`src/rtl/pwm_pkg.sv`:
```
package pwm_pkg;

  typedef enum logic [1:0] {
    OP_LOAD_LEFT   = 2'd0,
    OP_LOAD_RIGHT  = 2'd1,
    OP_STORE_LEFT  = 2'd2,
    OP_STORE_RIGHT = 2'd3
  } merge_op_e;

  // SHIFT_UP  : destination lane j is fed from source lane j+s
  // SHIFT_DOWN: destination lane j is fed from source lane j-s
  typedef enum logic {
    SHIFT_UP   = 1'b0,
    SHIFT_DOWN = 1'b1
  } lane_dir_e;

endpackage

```
`src/rtl/pwm_shift_ctrl.sv`:
```
module pwm_shift_ctrl
  import pwm_pkg::*;
#(
  parameter int LANES = 4,
  localparam int OFF_W = $clog2(LANES)
) (
  input  logic [1:0]       op_i,
  input  logic [OFF_W-1:0] offset_i,
  output lane_dir_e        dir_o,
  output logic [OFF_W-1:0] shift_o,
  output logic             is_store_o
);

  localparam logic [OFF_W-1:0] LAST_LANE = OFF_W'(LANES - 1);

  logic [OFF_W-1:0] mirror_off;

  always_comb begin
    mirror_off = LAST_LANE - offset_i;
  end

  always_comb begin
    dir_o      = SHIFT_UP;
    shift_o    = offset_i;
    is_store_o = 1'b0;
    unique case (merge_op_e'(op_i))
      OP_LOAD_LEFT: begin
        dir_o   = SHIFT_UP;
        shift_o = offset_i;
      end
      OP_LOAD_RIGHT: begin
        dir_o   = SHIFT_DOWN;
        shift_o = mirror_off;
      end
      OP_STORE_LEFT: begin
        dir_o      = SHIFT_DOWN;
        shift_o    = offset_i;
        is_store_o = 1'b1;
      end
      OP_STORE_RIGHT: begin
        dir_o      = SHIFT_UP;
        shift_o    = mirror_off;
        is_store_o = 1'b1;
      end
      default: begin
        dir_o      = SHIFT_UP;
        shift_o    = offset_i;
        is_store_o = 1'b0;
      end
    endcase
  end

endmodule

```
`src/rtl/pwm_lane.sv`:
```
module pwm_lane
  import pwm_pkg::*;
#(
  parameter int LANES  = 4,
  parameter int LANE_W = 8,
  parameter int IDX    = 0,
  localparam int OFF_W  = $clog2(LANES),
  localparam int WORD_W = LANES * LANE_W
) (
  input  logic [WORD_W-1:0] src_word_i,
  input  logic [LANE_W-1:0] keep_lane_i,
  input  lane_dir_e         dir_i,
  input  logic [OFF_W-1:0]  shift_i,
  output logic [LANE_W-1:0] lane_o,
  output logic              take_o
);

  int shift_amt;
  int src_idx;

  always_comb begin
    shift_amt = int'(shift_i);
    if (dir_i == SHIFT_UP) begin
      src_idx = IDX + shift_amt;
      take_o  = (src_idx <= LANES - 1);
    end else begin
      src_idx = IDX - shift_amt;
      take_o  = (IDX >= shift_amt);
    end
  end

  always_comb begin
    lane_o = keep_lane_i;
    if (take_o) begin
      for (int c = 0; c < LANES; c++) begin
        if (c == src_idx) begin
          lane_o = src_word_i[(LANES-1-c)*LANE_W +: LANE_W];
        end
      end
    end
  end

endmodule

```
`src/rtl/partial_word_merge.sv`:
```
module partial_word_merge
  import pwm_pkg::*;
#(
  parameter int LANES  = 4,
  parameter int LANE_W = 8,
  localparam int OFF_W  = $clog2(LANES),
  localparam int WORD_W = LANES * LANE_W
) (
  input  logic [1:0]        op_i,
  input  logic [OFF_W-1:0]  offset_i,
  input  logic [WORD_W-1:0] mem_word_i,
  input  logic [WORD_W-1:0] reg_word_i,
  output logic [WORD_W-1:0] merged_o,
  output logic [LANES-1:0]  byte_en_o
);

  lane_dir_e        dir;
  logic [OFF_W-1:0] shift;
  logic             is_store;
  logic [WORD_W-1:0] src_word;
  logic [WORD_W-1:0] keep_word;
  logic [LANES-1:0]  take;

  pwm_shift_ctrl #(.LANES(LANES)) ctrl_i (
    .op_i       (op_i),
    .offset_i   (offset_i),
    .dir_o      (dir),
    .shift_o    (shift),
    .is_store_o (is_store)
  );

  // Loads pull bytes out of memory into the register; stores do the reverse.
  always_comb begin
    if (is_store) begin
      src_word  = reg_word_i;
      keep_word = mem_word_i;
    end else begin
      src_word  = mem_word_i;
      keep_word = reg_word_i;
    end
  end

  for (genvar g = 0; g < LANES; g++) begin : g_lane
    localparam int LSB = (LANES - 1 - g) * LANE_W;
    pwm_lane #(.LANES(LANES), .LANE_W(LANE_W), .IDX(g)) lane_i (
      .src_word_i  (src_word),
      .keep_lane_i (keep_word[LSB +: LANE_W]),
      .dir_i       (dir),
      .shift_i     (shift),
      .lane_o      (merged_o[LSB +: LANE_W]),
      .take_o      (take[g])
    );
  end

  always_comb begin
    byte_en_o = is_store ? take : '0;
  end

endmodule

```
`config.mk`:
```
export PLATFORM = sky130hd
export DESIGN_NAME = partial_word_merge
export DESIGN_NICKNAME = d
export VERILOG_FILES = /design/src/rtl/pwm_pkg.sv /design/src/rtl/pwm_shift_ctrl.sv /design/src/rtl/pwm_lane.sv /design/src/rtl/partial_word_merge.sv
export SDC_FILE = /design/constraint.sdc
export NUM_CORES = 1
export LEC_CHECK = 0
export BUFFER_PORTS_ARGS = -buffer_cell sky130_fd_sc_hd__clkbuf_2
export CORE_ASPECT_RATIO = 0.5
export CORE_MARGIN = 1.5
export CORE_UTILIZATION = 49
export DETAILED_ROUTE_END_ITERATION = 6
export PLACE_DENSITY = 0.81
export RECOVER_POWER = 25
export SLEW_MARGIN = 20
export SYNTH_ARGS = -nofsm -noshare
export SYNTH_HDL_FRONTEND = slang
export SYNTH_SLANG_ARGS = --single-unit
```
`constraint.sdc`:
```
create_clock -name vclk -period 2.7
set_clock_uncertainty 0.15 [all_clocks]
set_input_delay 0.54 -clock vclk [all_inputs]
set_output_delay 0.54 -clock vclk [all_outputs]
set_load 0.005 [all_outputs]
```
# Yosys cells after proc, flatten, opt, wreduce, memory -nomap -nowiden
# Cells that the tools add are included.
# totals
ramBits	0
output_inout_bits	36
wordCells	74
rom_bits	0
latch_bits	0
in_bits	68
reg_bits	0
mem_count	0
# classes
bitwise_logic	0
add_sub_neg	8
n_lt_le_gt_ge	7
n_mul	0
div_mod_pow	0
reduce_logical	10
n_shift	0
muxes	34
n_eq_ne	15
# ops
cell	count
$eq 3x32->1 const A	8
$mux 32	6
$mux 8	20
$eq 2x32->1 const A	4
$logic_not 32->1	4
$le 32x3->1 const B	3
$reduce_or 2->1	5
$add 2x2->3 const A	2
$sub 1x2->3 const A	2
$sub 2x2->3 const A	2
$mux 1	5
$eq 2x2->1 const B	2
$ge 1x2->1 const A	2
$mux 4	1
$pmux 2 s2	1
$add 1x2->3 const A	1
$eq 2x1->1 const B	1
$ge 2x2->1 const A	1
$le 2x2->1 const B	1
$logic_not 2->1	1
$pmux 1 s2	1
$sub 2x2->2 const A	1

# Logic depth before layout (Yosys ltp)
# depth
depth_word	11
ltp_mapped	12
depth_no_buf	7

# Hierarchy
# Synthesis repeated with hierarchy kept, for this count alone.
# unflattened
cells_unflattened	425
area_unflattened_um2	3244.4
# by_module_without_submodules
module	instances	area_per_inst_um2	cells_per_inst	seq_area_each_um2
partial_word_merge	1	870.8	76	0.0
pwm_lane (g_lane[3].lane_i)	1	753.2	101	0.0
pwm_lane (g_lane[1].lane_i)	1	556.8	85	0.0
pwm_lane (g_lane[2].lane_i)	1	523.0	84	0.0
pwm_lane (g_lane[0].lane_i)	1	461.7	69	0.0
pwm_shift_ctrl	1	78.8	10	0.0

# Worst setup path after synthesis
# No wires, ideal clock.
# synth_timing
kind	input port to output port
from	in op_i[0]
to	out merged_o[2]
path_stages	10
setup_slack_ns	-0.129
arrival_time_ns	2.139
n_path_buf	3
t_required_ns	2.010
cell_sequence	inv_1 -> ha_1 -> buf_2 -> or2_1 -> buf_2 -> buf_6 -> a311o_1 -> a31oi_1 -> a211oi_1 -> o31a_1
# synth_via
elab_chain_len	11
elab_cells_between_ends	28
classes_between	add/sub: 2; order compare: 1; eq/ne: 6; mux: 12; reduce/logical: 7
# synth_lines
element	line	rtl
start, declared	partial_word_merge.sv:9	input logic [1:0] op_i,
parallel branches: the longest is 10 deep, another holds $le 32x3->1	--	
$mux 8 *	pwm_lane.sv:34	if (take_o) begin
end, declared	partial_word_merge.sv:13	output logic [WORD_W-1:0] merged_o,
# Mark *: on every way between the ends.

# Worst setup path in the final report
# layout_timing
from	in op_i[1]
to	out merged_o[17]
# layout_via
elab_chain_len	11
elab_cells_between_ends	29
classes_between	add/sub: 2; order compare: 2; eq/ne: 6; mux: 12; reduce/logical: 7
# layout_lines
element	line
parallel branches: the longest is 10 deep, another holds $le 32x3->1	--
$mux 8 *	pwm_lane.sv:34
# Marks and branches as above.

==> qor.csv <==
metric,value,unit
ir_worst_vdd,0.195,mV
nFillCells,245,
internal_power,0.000765,W
synth_cell_types,65,
synth_most_common_cell,nand2_1,
chipWidth,116,um
core.rowCount,20,
leakagePower,2.53,nW
overflow,0,
core,0.00613,sq mm
synth_area,0.00314,sq mm
antenna_found_initial,0,
fin_nets,776,
grt_usage,0.462,
gp_congestion,1.06,
firstDrtPassIters,7,
ys_top_cells_by_count,"nand2_1 (72), mux2i_1 (52), nor2_1 (46), o21ai_0 (32), o22ai_1 (31)",
violations,"design-rule violations, negative setup slack",
worst_setup_path_end_kind,output pin,
final_antenna_net_count,0,
setup_violations,36,
power.share.sequential,0,
placed_cells,771,
p_switching,0.000900,W
finalCritPeriodShare,1.22,
drt-total-wl,20.0,mm
pwr-share-clk,0,
cp_cell_sequence,clkbuf_16 -> ha_4 -> buf_6 -> or3b_2 -> o22ai_1 -> a211o_2 -> a221oi_1 -> a211oi_1 -> buf_2,
io_buffers,104,
io_pins,104,
combPwrFrac,1.000,
final_core_util,0.923,
worst-path-buf-inv,3,
dr.first_iter.drc_count,1139,
final_max_slew_viol_count,0,
synth_cells,474,
seq_cell_count,0,
dieArea,0.00692,sq mm
drive_gt1_frac,0.559,
drc_errors,121,
finalHoldViolations,0,
diodes,0,
fin_crit,3.28,ns
rsz0062_at_grt,true,
start_kind,input pin,
setup_tns,-14.16,ns
slew_headroom,0.475,
final.clkbuf_count,0,
dp_slack,-0.660,ns
ys_seq_area_frac,0,
yosys-top-cells-area,"mux2i_1 (17%), nand2_1 (8.6%), o22ai_1 (6.2%), mux2_2 (5.7%), nor2_1 (5.5%)",
grt_pass1_wl,24.5,mm
seqCellArea,0,sq um
synth_top_area_share,0.166,
post_drt_wl_per_cell,25.3,um
yosysTopAreaCell,mux2i_1,
swShare,0.540,
syn_area_per_cell,6.62,sq um
num_vias,5897,
dp_hpwl,11.5,mm
cp.required,2.01,ns
fin_ws,-0.581,ns
area_delta_synth_final,80.4,%
grt_max_degree,19,
worstPathMaxFanout,8,
slowest_stage,or3b_2,
final_cell_count_no_fill,791,
yosys_warnings,0,
critical-path-max-stage-delay,0.47,ns
initial_core_util,0.512,
fmax,0.305,GHz
cp_top_family,compound AO/OA/AOI/OAI gates,
die_h,59.6,um
path_class,in -> out,
arrival,2.59,ns
grt_pass1_vias,4953,
maxCapViolCount,0,
hold_path.class,in -> out,
syn_nets,545,
worstMarginPinSlew,0.766,ns
outcome,"complete, but fails checks",
viasPerCell,7.46,
power_density,294,mW/mm^2
-- worst min-delay path, delay by kind of cell --
kind,cells,cell delay (ns)
AOI/OAI and AO/OA,1,0.15
buffers and inverters,2,0.21
muxes,1,0.07
-- what timing repair did --
action                                  in CTS  in global routing
resized for setup                           84                 85
cloned                                       1                  0
hold buffers                                 0                  0
pin swaps                                   35                 37
endpoints found under the setup margin      36                 36
buffers inserted                            20                  6
-- cells by family (layout without fill, tap and decap cells) --
group / after synthesis / count (layout) / share of synthesized area
fa+ha+maj: 3 / 3 / 0.0120
compound gates: 186 / 186 / 0.415
simple gates: 164 / 164 / 0.237
mux: 69 / 69 / 0.228
buf+inv: 49 / 278 / 0.0997
xor+xnor: 3 / 3 / 0.00838
-- final cells by class --
| class | count | area [sq um] | area share |
|---|---|---|---|
| inverter | 8 | 50.0 | 0.00885 |
| multi-input combinational | 425 | 3450 | 0.609 |
| timing repair buffer | 270 | 2050 | 0.363 |
| tap | 88 | 110 | 0.0195 |
-- worst paths after layout --
check | cells past startpoint | start | to | slack, ns
setup / recovery | 9 | op_i[1] | merged_o[17] | -0.58
hold / removal | 4 | mem_word_i[29] | merged_o[29] | 1.36
-- per-layer routing --
metal / track usage / vias to the layer above / wire (um)
li1: - / 2317 / -
met1: 0.588 / 2589 / 6770
met2: 0.759 / 716 / 7890
met3: 0.124 / 271 / 3390
met4: 0.171 / 4 / 1850
met5: 0 / - / 83
-- power by group through the flow --
stage                     combinational (W)  sequential, W  clock (W)
after floorplan                    0.000709              0          0
after global placement              0.00126              0          0
after detailed placement            0.00128              0          0
after CTS                           0.00141              0          0
after global routing                0.00170              0          0
final                               0.00167              0          0
-- metrics by stage --
step,area (sq um),hold WS (ns),total power (W)
3_5_place_dp,4840,1.30,0.00128
5_1_grt,5660,1.35,0.00170
4_1_cts,5340,1.31,0.00141
3_3_place_gp,4840,1.29,0.00126
2_1_floorplan,3350,1.04,0.000709
6_report,5660,1.36,0.00167
-- placed cells by master (no fill, tap or decap), types with 5 or more instances in the layout --
master    instances
buf_4           125
clkbuf_2         79
nand2_1          65
nor2_1           41
mux2i_1          38
buf_6            30
o22ai_1          24
buf_2            23
a21oi_1          19
nand3_1          18
o21ai_0          18
mux2_2           13
o21ai_1          12
buf_12           10
mux2i_4           9
a21oi_2           8
o221ai_2          8
nand2_2           7
o22ai_2           7
mux2i_2           6
o21ai_2           6
nor3_1            6
a211oi_2          6
nor2_4            5
inv_1             5
a222oi_1          5
a221oi_2          5
(Power assumes the default switching activity.)
